--- src/rtl/psd_pkg.sv ---
package psd_pkg;
  typedef enum logic [1:0] {
    ADDR_N    = 2'd0,
    ADDR_A    = 2'd1,
    ADDR_R    = 2'd2,
    ADDR_MODE = 2'd3
  } cfg_addr_e;

  localparam int unsigned MIN_N = 2;
endpackage

--- src/rtl/psd_cfg.sv ---
module psd_cfg
  import psd_pkg::*;
#(
  parameter int DATA_W   = 16,
  parameter int N_W      = 11,
  parameter int A_W      = 7,
  parameter int R_W      = 12,
  parameter int N_RST    = 4,
  parameter int A_RST    = 1,
  parameter int R_RST    = 3,
  parameter bit MODE_RST = 1'b0
) (
  input  logic              clk,
  input  logic              rst_n,
  input  logic              cfg_we,
  input  logic [1:0]        cfg_addr,
  input  logic [DATA_W-1:0] cfg_wdata,
  input  logic              osc_end,
  input  logic              ref_end,
  output logic [N_W-1:0]    n_act,
  output logic [A_W-1:0]    a_act,
  output logic              mode_act,
  output logic [R_W-1:0]    r_act,
  output logic              cfg_err
);
  logic [N_W-1:0] n_stg, n_stg_d, n_act_d;
  logic [A_W-1:0] a_stg, a_stg_d, a_act_d;
  logic [R_W-1:0] r_stg, r_stg_d, r_act_d;
  logic           mode_stg, mode_stg_d, mode_act_d;
  logic           err_d, accept;
  logic           fits_n, fits_a, fits_r;

  assign fits_n = (cfg_wdata >> N_W) == '0;
  assign fits_a = (cfg_wdata >> A_W) == '0;
  assign fits_r = (cfg_wdata >> R_W) == '0;

  // staging: validate and capture writes
  always_comb begin
    accept     = 1'b0;
    n_stg_d    = n_stg;
    a_stg_d    = a_stg;
    r_stg_d    = r_stg;
    mode_stg_d = mode_stg;
    err_d      = cfg_err;
    if (cfg_we) begin
      case (cfg_addr)
        ADDR_N:    accept = fits_n && (cfg_wdata >= DATA_W'(MIN_N))
                            && (DATA_W'(a_stg) < cfg_wdata);
        ADDR_A:    accept = fits_a && (cfg_wdata < DATA_W'(n_stg));
        ADDR_R:    accept = fits_r && (cfg_wdata != '0);
        ADDR_MODE: accept = (cfg_wdata <= DATA_W'(1));
        default:   accept = 1'b0;
      endcase
      err_d = !accept;
      if (accept) begin
        case (cfg_addr)
          ADDR_N:    n_stg_d    = cfg_wdata[N_W-1:0];
          ADDR_A:    a_stg_d    = cfg_wdata[A_W-1:0];
          ADDR_R:    r_stg_d    = cfg_wdata[R_W-1:0];
          default:   mode_stg_d = cfg_wdata[0];
        endcase
      end
    end
  end

  // working sets: copied only at a period boundary
  always_comb begin
    n_act_d    = n_act;
    a_act_d    = a_act;
    mode_act_d = mode_act;
    r_act_d    = r_act;
    if (osc_end) begin
      n_act_d    = n_stg;
      a_act_d    = a_stg;
      mode_act_d = mode_stg;
    end
    if (ref_end) begin
      r_act_d = r_stg;
    end
  end

  always_ff @(posedge clk or negedge rst_n) begin
    if (!rst_n) begin
      n_stg    <= N_W'(N_RST);
      a_stg    <= A_W'(A_RST);
      r_stg    <= R_W'(R_RST);
      mode_stg <= MODE_RST;
      n_act    <= N_W'(N_RST);
      a_act    <= A_W'(A_RST);
      r_act    <= R_W'(R_RST);
      mode_act <= MODE_RST;
      cfg_err  <= 1'b0;
    end else begin
      n_stg    <= n_stg_d;
      a_stg    <= a_stg_d;
      r_stg    <= r_stg_d;
      mode_stg <= mode_stg_d;
      n_act    <= n_act_d;
      a_act    <= a_act_d;
      r_act    <= r_act_d;
      mode_act <= mode_act_d;
      cfg_err  <= err_d;
    end
  end

  // working oscillator settings always legal
  p_active_legal_r7: assert property (@(posedge clk) disable iff (!rst_n)
    (N_W'(a_act) < n_act) && (n_act >= N_W'(MIN_N)) && (r_act != '0));

  // refused write leaves staging untouched and raises the flag
  p_hold_on_reject_r7: assert property (@(posedge clk) disable iff (!rst_n)
    (cfg_we && !accept) |=> ($stable(n_stg) && $stable(a_stg) && $stable(r_stg)
                             && $stable(mode_stg) && cfg_err));

  // oscillator working set moves only at a feedback boundary
  p_osc_boundary_r6: assert property (@(posedge clk) disable iff (!rst_n)
    !osc_end |=> ($stable(n_act) && $stable(a_act) && $stable(mode_act)));

  // reference working set moves only at a reference boundary
  p_ref_boundary_r6: assert property (@(posedge clk) disable iff (!rst_n)
    !ref_end |=> $stable(r_act));
endmodule

--- src/rtl/psd_prescaler.sv ---
module psd_prescaler #(
  parameter int P_LO = 32,
  parameter int P_HI = 64
) (
  input  logic clk,
  input  logic rst_n,
  input  logic tick,
  input  logic mode_hi,
  input  logic plus1,
  output logic wrap
);
  localparam int C_W = $clog2(P_HI + 2);

  logic [C_W-1:0] cnt, cnt_d, last;

  assign last = (mode_hi ? C_W'(P_HI - 1) : C_W'(P_LO - 1)) + C_W'(plus1);
  assign wrap = tick && (cnt == last);

  always_comb begin
    cnt_d = cnt;
    if (tick) begin
      cnt_d = wrap ? '0 : cnt + C_W'(1);
    end
  end

  always_ff @(posedge clk or negedge rst_n) begin
    if (!rst_n) cnt <= '0;
    else        cnt <= cnt_d;
  end

  // no strobe, no movement
  p_pre_hold_r8: assert property (@(posedge clk) disable iff (!rst_n)
    !tick |=> $stable(cnt));

  // prescaler never passes the largest modulus
  p_pre_range_r2: assert property (@(posedge clk) disable iff (!rst_n)
    cnt <= C_W'(P_HI));
endmodule

--- src/rtl/psd_swallow.sv ---
module psd_swallow #(
  parameter int N_W = 11,
  parameter int A_W = 7
) (
  input  logic           clk,
  input  logic           rst_n,
  input  logic           pre_wrap,
  input  logic [N_W-1:0] n_act,
  input  logic [A_W-1:0] a_act,
  output logic           plus1,
  output logic           period_end
);
  logic [N_W-1:0] n_cnt, n_cnt_d;
  logic [A_W-1:0] a_cnt, a_cnt_d;

  assign plus1      = (a_cnt != a_act);
  assign period_end = pre_wrap && (n_cnt == (n_act - N_W'(1)));

  always_comb begin
    n_cnt_d = n_cnt;
    a_cnt_d = a_cnt;
    if (period_end) begin
      n_cnt_d = '0;
      a_cnt_d = '0;
    end else if (pre_wrap) begin
      n_cnt_d = n_cnt + N_W'(1);
      if (plus1) a_cnt_d = a_cnt + A_W'(1);
    end
  end

  always_ff @(posedge clk or negedge rst_n) begin
    if (!rst_n) begin
      n_cnt <= '0;
      a_cnt <= '0;
    end else begin
      n_cnt <= n_cnt_d;
      a_cnt <= a_cnt_d;
    end
  end

  // counters stay within the programmed window
  p_swallow_bound_r2: assert property (@(posedge clk) disable iff (!rst_n)
    (a_cnt <= a_act) && (n_cnt < n_act));

  // every period with A > 0 starts on the P+1 modulus
  p_start_plus1_r2: assert property (@(posedge clk) disable iff (!rst_n)
    ((n_cnt == '0) && (a_act != '0)) |-> plus1);

  // with A = 0 the modulus never leaves P
  p_single_modulus_r3: assert property (@(posedge clk) disable iff (!rst_n)
    (a_act == '0) |-> !plus1);
endmodule

--- src/rtl/psd_refdiv.sv ---
module psd_refdiv #(
  parameter int R_W = 12
) (
  input  logic           clk,
  input  logic           rst_n,
  input  logic           tick,
  input  logic [R_W-1:0] r_act,
  output logic           period_end
);
  logic [R_W-1:0] r_cnt, r_cnt_d;

  assign period_end = tick && (r_cnt == (r_act - R_W'(1)));

  always_comb begin
    r_cnt_d = r_cnt;
    if (tick) r_cnt_d = period_end ? '0 : r_cnt + R_W'(1);
  end

  always_ff @(posedge clk or negedge rst_n) begin
    if (!rst_n) r_cnt <= '0;
    else        r_cnt <= r_cnt_d;
  end

  // reference count stays below R
  p_rcnt_bound_r5: assert property (@(posedge clk) disable iff (!rst_n)
    r_cnt < r_act);

  // no strobe, no movement
  p_ref_hold_r8: assert property (@(posedge clk) disable iff (!rst_n)
    !tick |=> $stable(r_cnt));
endmodule

--- src/rtl/pulse_swallow_div.sv ---
module pulse_swallow_div #(
  parameter int DATA_W   = 16,
  parameter int N_W      = 11,
  parameter int A_W      = 7,
  parameter int R_W      = 12,
  parameter int P_LO     = 32,
  parameter int P_HI     = 64,
  parameter int N_RST    = 4,
  parameter int A_RST    = 1,
  parameter int R_RST    = 3,
  parameter bit MODE_RST = 1'b0
) (
  input  logic              clk,
  input  logic              rst_n,
  input  logic              osc_tick,
  input  logic              ref_tick,
  input  logic              cfg_we,
  input  logic [1:0]        cfg_addr,
  input  logic [DATA_W-1:0] cfg_wdata,
  output logic              fb_pulse,
  output logic              ref_pulse,
  output logic              cfg_err
);
  logic [N_W-1:0] n_act;
  logic [A_W-1:0] a_act;
  logic [R_W-1:0] r_act;
  logic           mode_act;
  logic           pre_wrap, plus1, osc_end, ref_end;
  logic           fb_d, ref_d;

  psd_cfg #(
    .DATA_W(DATA_W), .N_W(N_W), .A_W(A_W), .R_W(R_W),
    .N_RST(N_RST), .A_RST(A_RST), .R_RST(R_RST), .MODE_RST(MODE_RST)
  ) u_cfg (
    .clk(clk), .rst_n(rst_n), .cfg_we(cfg_we), .cfg_addr(cfg_addr),
    .cfg_wdata(cfg_wdata), .osc_end(osc_end), .ref_end(ref_end),
    .n_act(n_act), .a_act(a_act), .mode_act(mode_act), .r_act(r_act),
    .cfg_err(cfg_err)
  );

  psd_prescaler #(.P_LO(P_LO), .P_HI(P_HI)) u_pre (
    .clk(clk), .rst_n(rst_n), .tick(osc_tick), .mode_hi(mode_act),
    .plus1(plus1), .wrap(pre_wrap)
  );

  psd_swallow #(.N_W(N_W), .A_W(A_W)) u_swl (
    .clk(clk), .rst_n(rst_n), .pre_wrap(pre_wrap), .n_act(n_act),
    .a_act(a_act), .plus1(plus1), .period_end(osc_end)
  );

  psd_refdiv #(.R_W(R_W)) u_ref (
    .clk(clk), .rst_n(rst_n), .tick(ref_tick), .r_act(r_act),
    .period_end(ref_end)
  );

  always_comb begin
    fb_d  = osc_end;
    ref_d = ref_end;
  end

  always_ff @(posedge clk or negedge rst_n) begin
    if (!rst_n) begin
      fb_pulse  <= 1'b0;
      ref_pulse <= 1'b0;
    end else begin
      fb_pulse  <= fb_d;
      ref_pulse <= ref_d;
    end
  end

  // feedback pulse lasts one clock (period is at least 64 strobes)
  p_fb_single_r2: assert property (@(posedge clk) disable iff (!rst_n)
    fb_pulse |=> !fb_pulse);

  // feedback pulse needs an oscillator strobe the clock before
  p_fb_needs_tick_r8: assert property (@(posedge clk) disable iff (!rst_n)
    !osc_tick |=> !fb_pulse);
endmodule

--- config.mk ---
export PLATFORM = sky130hd
export DESIGN_NAME = pulse_swallow_div
export DESIGN_NICKNAME = d
export VERILOG_FILES = /design/src/rtl/psd_pkg.sv /design/src/rtl/psd_cfg.sv /design/src/rtl/psd_prescaler.sv /design/src/rtl/psd_swallow.sv /design/src/rtl/psd_refdiv.sv /design/src/rtl/pulse_swallow_div.sv
export SDC_FILE = /design/constraint.sdc
export NUM_CORES = 1
export LEC_CHECK = 0
export ABC_AREA = 1
export BUFFER_PORTS_ARGS = -buffer_cell sky130_fd_sc_hd__buf_2
export CAP_MARGIN = 20
export CORE_ASPECT_RATIO = 0.8
export CORE_UTILIZATION = 49
export CTS_CLUSTER_DIAMETER = 120
export CTS_CLUSTER_SIZE = 12
export DETAILED_ROUTE_END_ITERATION = 6
export HOLD_SLACK_MARGIN = 0.12
export PLACE_DENSITY_LB_ADDON = 0.2
export SYNTH_ARGS = -nofsm -noshare
export SYNTH_HDL_FRONTEND = slang
export SYNTH_SLANG_ARGS = --single-unit
export TNS_END_PERCENT = 20
--- constraint.sdc ---
create_clock -name clk -period 3.3 [get_ports clk]
set_input_delay 0.165 -clock clk [delete_from_list [all_inputs] [get_ports clk]]
set_output_delay 0.165 -clock clk [all_outputs]
set_load 0.005 [all_outputs]
Word-level counts from Yosys, hierarchy flattened
Index checks and enable logic that the tools add are counted.
{"block": "op_classes", "n_addsub": 7, "n_mul": 0, "div": 0, "magnitude_cmp": 4, "eq_ne": 7, "n_shift": 0, "muxes": 10, "bitwise": 1, "n_reduce_logical": 21}
{"operator": "zero test 16 bit", "count": 3}
{"operator": "2-to-1 mux 7 bit", "count": 4}
{"operator": "2-to-1 mux 11 bit", "count": 2}
{"operator": "greater-or-equal comparator 16 x 2 -> 1 bit (second input constant)", "count": 1}
{"operator": "less-or-equal comparator 16 x 1 -> 1 bit (second input constant)", "count": 1}
{"operator": "less-than comparator 16 x 11 -> 1 bit", "count": 1}
{"operator": "less-than comparator 7 x 16 -> 1 bit", "count": 1}
{"operator": "nonzero test 16 bit", "count": 1}
{"operator": "adder 7 x 1 -> 7 bit (second input constant)", "count": 2}
{"operator": "adder 12 x 1 -> 12 bit (second input constant)", "count": 1}
{"operator": "equality test 12 bit", "count": 1}
{"operator": "2-to-1 mux 12 bit", "count": 1}
{"operator": "AND reduction 3 bit", "count": 4}
{"operator": "subtractor 12 x 1 -> 12 bit (second input constant)", "count": 1}
{"operator": "adder 11 x 1 -> 11 bit (second input constant)", "count": 1}
{"operator": "equality test 11 bit", "count": 1}
{"operator": "subtractor 11 x 1 -> 11 bit (second input constant)", "count": 1}
{"operator": "adder 7 x 1 -> 7 bit", "count": 1}
{"operator": "equality test 7 bit", "count": 1}
{"operator": "logical AND 1 bit", "count": 7}
{"operator": "inequality test 7 bit", "count": 1}
{"operator": "2-to-1 mux 6 bit", "count": 1}
{"operator": "equality test 2 bit (second input constant)", "count": 2}
{"operator": "case mux 1 bit (4 select lines)", "count": 1}
{"operator": "8 further kinds", "count": 9}
{"block": "totals", "ff_bits": 102, "latch_bits": 0, "mem_bits_rw": 0, "romBits": 0, "input_bits": 23, "output_inout_bits": 3, "elab_cells": 65, "n_memories": 0}

Logic depth before layout (Yosys ltp)
{"block": "logic_depth", "word_depth": 7, "depth_mapped": 18, "mapped_depth_nobuf": 18}

Cells and area by module
Synthesis repeated with hierarchy kept, for this count alone.
{"block": "hier_totals", "hier_cells": 843, "hier_area_um2": 6316.1}
{"module": "psd_cfg", "instances": 1, "cells_each": 314, "area_per_inst_um2": 2964.1, "seq_area_each_um2": 1586.5}
{"module": "psd_swallow", "instances": 1, "cells_each": 210, "area_per_inst_um2": 1473.9, "seq_area_each_um2": 450.4}
{"module": "psd_refdiv", "instances": 1, "cells_each": 248, "area_per_inst_um2": 1351.3, "seq_area_each_um2": 300.3}
{"module": "psd_prescaler", "instances": 1, "cells_each": 69, "area_per_inst_um2": 476.7, "seq_area_each_um2": 175.2}
{"module": "pulse_swallow_div", "instances": 1, "cells_each": 2, "area_per_inst_um2": 50.0, "seq_area_each_um2": 50.0}

Worst setup path before layout
Ideal clock, no wire load.
{"block": "synth_timing", "path_type": "register to register", "startpoint": "register u_cfg.a_act[0]", "endpoint": "register u_swl.a_cnt[3]", "setup_ns": 0.119, "arrival_ns": 2.314, "required_ns": 3.181, "path_slack_ns": 0.867, "stages_incl_launch_ff": 17, "path_buffers": 0, "period_less_slack_ns": 2.433, "cell_sequence": "dfstp_2 > nand2_1 > nand2_1 > nand2_1 > nor2_1 > nand2_4 > ha_1 > or2_2 > nand2_1 > nor3_1 > nand3_2 > nor2_1 > nand3_1 > nand2_1 > nand2_1 > nand2_1 > nand2_1"}
{"block": "synth_between", "elab_chain_cells": 7, "word_cells_on_any_way": 9, "classes_between": "add/sub (1); eq/ne (2); mux (1); reduce/logical (5)"}
{"element": "from (decl)", "line": "psd_cfg.sv:21", "rtl": "output logic [A_W-1:0] a_act,"}
{"element": "from (signal assigned)", "line": "psd_cfg.sv:89", "rtl": "a_act <= A_W'(A_RST);"}
{"element": "from (signal assigned)", "line": "psd_cfg.sv:99", "rtl": "a_act <= a_act_d;"}
{"element": "inequality test 7 bit (*)", "line": "psd_swallow.sv:16", "rtl": "assign plus1 = (a_cnt != a_act);"}
{"element": "adder 7 x 1 -> 7 bit", "line": "psd_prescaler.sv:16", "rtl": "assign last = (mode_hi ? C_W'(P_HI - 1) : C_W'(P_LO - 1)) + C_W'(plus1);"}
{"element": "equality test 7 bit", "line": "psd_prescaler.sv:17", "rtl": "assign wrap = tick && (cnt == last);"}
{"element": "logical AND 1 bit", "line": "psd_prescaler.sv:17"}
{"element": "logical AND 1 bit", "line": "psd_swallow.sv:17", "rtl": "assign period_end = pre_wrap && (n_cnt == (n_act - N_W'(1)));"}
{"element": "nonzero test 2 bit (no line)"}
{"element": "AND reduction 2 bit (no line)"}
{"element": "to (signal assigned)", "line": "psd_swallow.sv:37", "rtl": "a_cnt <= a_cnt_d;"}
{"element": "to (decl)", "line": "psd_swallow.sv:14", "rtl": "logic [A_W-1:0] a_cnt, a_cnt_d;"}
Every way passes the cells marked *; elsewhere a longest branch is shown, timed or not.
A chain may end at the register's enable or synchronous reset.

Final worst setup path
{"block": "layout_timing", "startpoint": "register u_cfg.a_act[0]", "endpoint": "register u_swl.a_cnt[6]"}
Same word-level chain as after synthesis.

==> impl_results.md <==
- Dpl cell area: 6800 µm²
- Fill cells: 1,212
- Fin cells: 1,114
- Static leakage: 3.80 nW
- Final hold violation count: 0
- Setup Crit Path Kind: reg2reg
- Number of top-level pins: 26
- Die Ht: 105 µm
- PwrDens: 512 nW/µm²
- TritonCTS Buffers: 9
- Syn nets: 943
- Final min period: 2.86 ns
- #FFs+latches synth: 102
- Core Box Area: 12,900 µm²
- CTS clock-pin slew for the worst setup and hold paths: 0.08 ns
- Critical Path Fanout Max: 10
- Final Skew: 0.00892 ns
- Pin count of the biggest net entering global routing: 59
- Req. time, crit path: 3.55 ns
- Mapped Cells: 897
- H-tree levels: 3
- Total track usage: 23.9%
- Clk sinks: 102
- Site Rows: 37
- Setup violations, final: 0
- Worst Setup Start Kind: flop
- DP HPWL: 10.9 mm
- CTS tree: done
- Die area: 13,700 µm²
- Via density: 4.97
- Synth cell types: 40
- Final net count: 980
- Initial core utilization: 50.4%
- Commonest non-fill, non-tap cells in the layout: nand2_1 (269), inv_1 (132), dfrtp_1 (94)
- Status: finished clean
- IO buf count: 25
- Layout cells sized above 1: 9.58%
- Slew Viols, Final: 0
- Syn_area_per_cell: 7.25 µm²
- Initial DRC Count: 341
- HP Class: in2reg
- Ant diodes: 0
- CP Capture Type: flop
- Die X: 131 µm
- Worst EP arrival: 3.12 ns
- # DRC: 0
- Total power: 0.00371 W
- Area of the multi-input gates: 3290 µm²
- Max-capacitance violation count: 0
- Fin area: 7250 µm²
- Tightest Pin Transition: 0.619 ns
- Vias in the first global route: 5,166
- Peak supply drop: 268 µV
- Unrepaired setup endpoints after global routing: false
- Area growth, synth to finish: 11.5%
- Wire length of the first global-routing pass: 25.4 mm
- Commonest non-fill, non-tap cell in the layout: nand2_1
- 1st-pass router iterations: 4
- Via Count: 5,537
- Synth warnings: 0
- Post-Route WL: 14.5 mm
- Worst rel slew slack: 58.7%
- Worst hold margin: 0.151 ns
- Storage cell area: 2560 µm²
- Seq/Total Area, Yosys: 39.4%
- Max clock buf depth: 2
- Setup TNS: 0 ns
- Placed cell count: 1,084
- Routed len/inst: 13.1 µm
- Global route overflow: 0
- PostCTS Resize Cnt: 0
- Mapped cell area: 6500 µm²
- Root Driver: clkbuf_16
- Final Cycle Share: 86.8%
- Initial antenna violation count: 0
- Placer congestion estimate: 0.855
- Worst skew pair latency: 0.36 ns
- Fmax: 349 MHz
- Antenna Nets Post-Route: 0
-- synthesized netlist by cell type, drive strengths merged --
master  count  area (µm²)
nand2     273        1040
inv       145         544
dfrtp      94        2350
nor2       87         369
o21ai      53         265
nand3      51         295
nand4      37         231
xor2       32         288
ha         23         288
nand3b     18         135
nor3       16        85.1
a21oi      11        55.1
xnor2      11        96.3
buf        10        71.3
clkbuf      8        31.3
dfstp       8         210
or2         4        25.0
a211oi      3        22.5
o21bai      3        22.5
nor3b       2        15.0
o31ai       2        15.0
a31oi       1        6.26
nor4        1        6.26
o211ai      1        7.51
o22ai       1        6.26
o311ai      1        8.76
or3         1        6.26
-- worst max-delay path: stages (launching register included) --
cell and delay, ns:
dfstp_2 0.53, nand2_1 0.05, nand2_1 0.09, nand2_1 0.06, nor2_1 0.22, nand2_4 0.13
ha_1 0.30, or2_2 0.10, nand2_1 0.06, nor3_1 0.35, nand3_2 0.22, nor2_1 0.16
nand3_1 0.14, nand2_1 0.10, nand2_1 0.10, nand2_1 0.09, nand2_1 0.05
-- state kept, by name, indices dropped and copies added (netlist names), 11 cells and up --
signal       cells
u_swl.n_cnt     11
u_cfg.r_act     12
u_ref.r_cnt     12
u_cfg.r_stg     12
u_cfg.n_act     11
u_cfg.n_stg     11
-- final timing paths --
path	startpoint	endpoint	slack (ns)	cells after the start
min reg2reg	u_cfg.n_stg[2]	u_cfg.n_stg[2]	0.47	2
min	cfg_wdata[11]	u_cfg.r_stg[11]	0.15	3
max	u_cfg.a_act[0]	u_swl.a_cnt[6]	0.44	16
max in group asynchronous	rst_n	u_cfg.r_stg[0]	2.19	3
min in group asynchronous	rst_n	u_swl.n_cnt[6]	0.36	2
max reg2reg	u_cfg.a_act[0]	u_swl.a_cnt[6]	0.44	16
-- kinds of logic after synthesis --
family          synth area share (%)
xor+xnor                        5.91
buf+inv                         9.95
simple gates                    34.0
compound gates                  6.29
flops                           39.4
fa+ha+maj                       4.42
-- routing by layer --
metal	vias up	share of wire (%)	GRT usage [%]
li1	2913	-	-
met1	2538	54	37.6
met2	74	41	33.3
met3	12	3.2	4.61
met4	0	1.2	5.17
met5	-	0	0
-- what timing repair did --
action | in CTS | in global routing
hold buffers | 14 | 0
endpoints found under the hold margin | 65 | 0
buffers inserted | 0 | 0
-- per-stage QoR --
| stage | setup WS (ns) | utilization (%) |
|---|---|---|
| 2_1_floorplan | 0.867 | - |
| 3_3_place_gp | 0.564 | 52.6 |
| 3_5_place_dp | 0.506 | 52.6 |
| 4_1_cts | 0.479 | 56.1 |
| 5_1_grt | 0.151 | 56.1 |
| 6_report | 0.435 | 56.1 |
-- power by group --
group / internal, W / total (W) / switching (W)
registers: 0.00144 / 0.00164 / 0.000200
clock network: 0.000603 / 0.00112 / 0.000516
logic: 0.000363 / 0.000955 / 0.000591
-- area by class of cell --
type | instances | area share [%]
timing repair buffer | 44 | 4.38
clock inverter | 6 | 1.14
inverter | 145 | 7.51
clock buffer | 10 | 3.16
multi-input combinational | 632 | 45.4
sequential | 102 | 35.3
tap | 175 | 3.02
(Power assumes the default switching activity.)
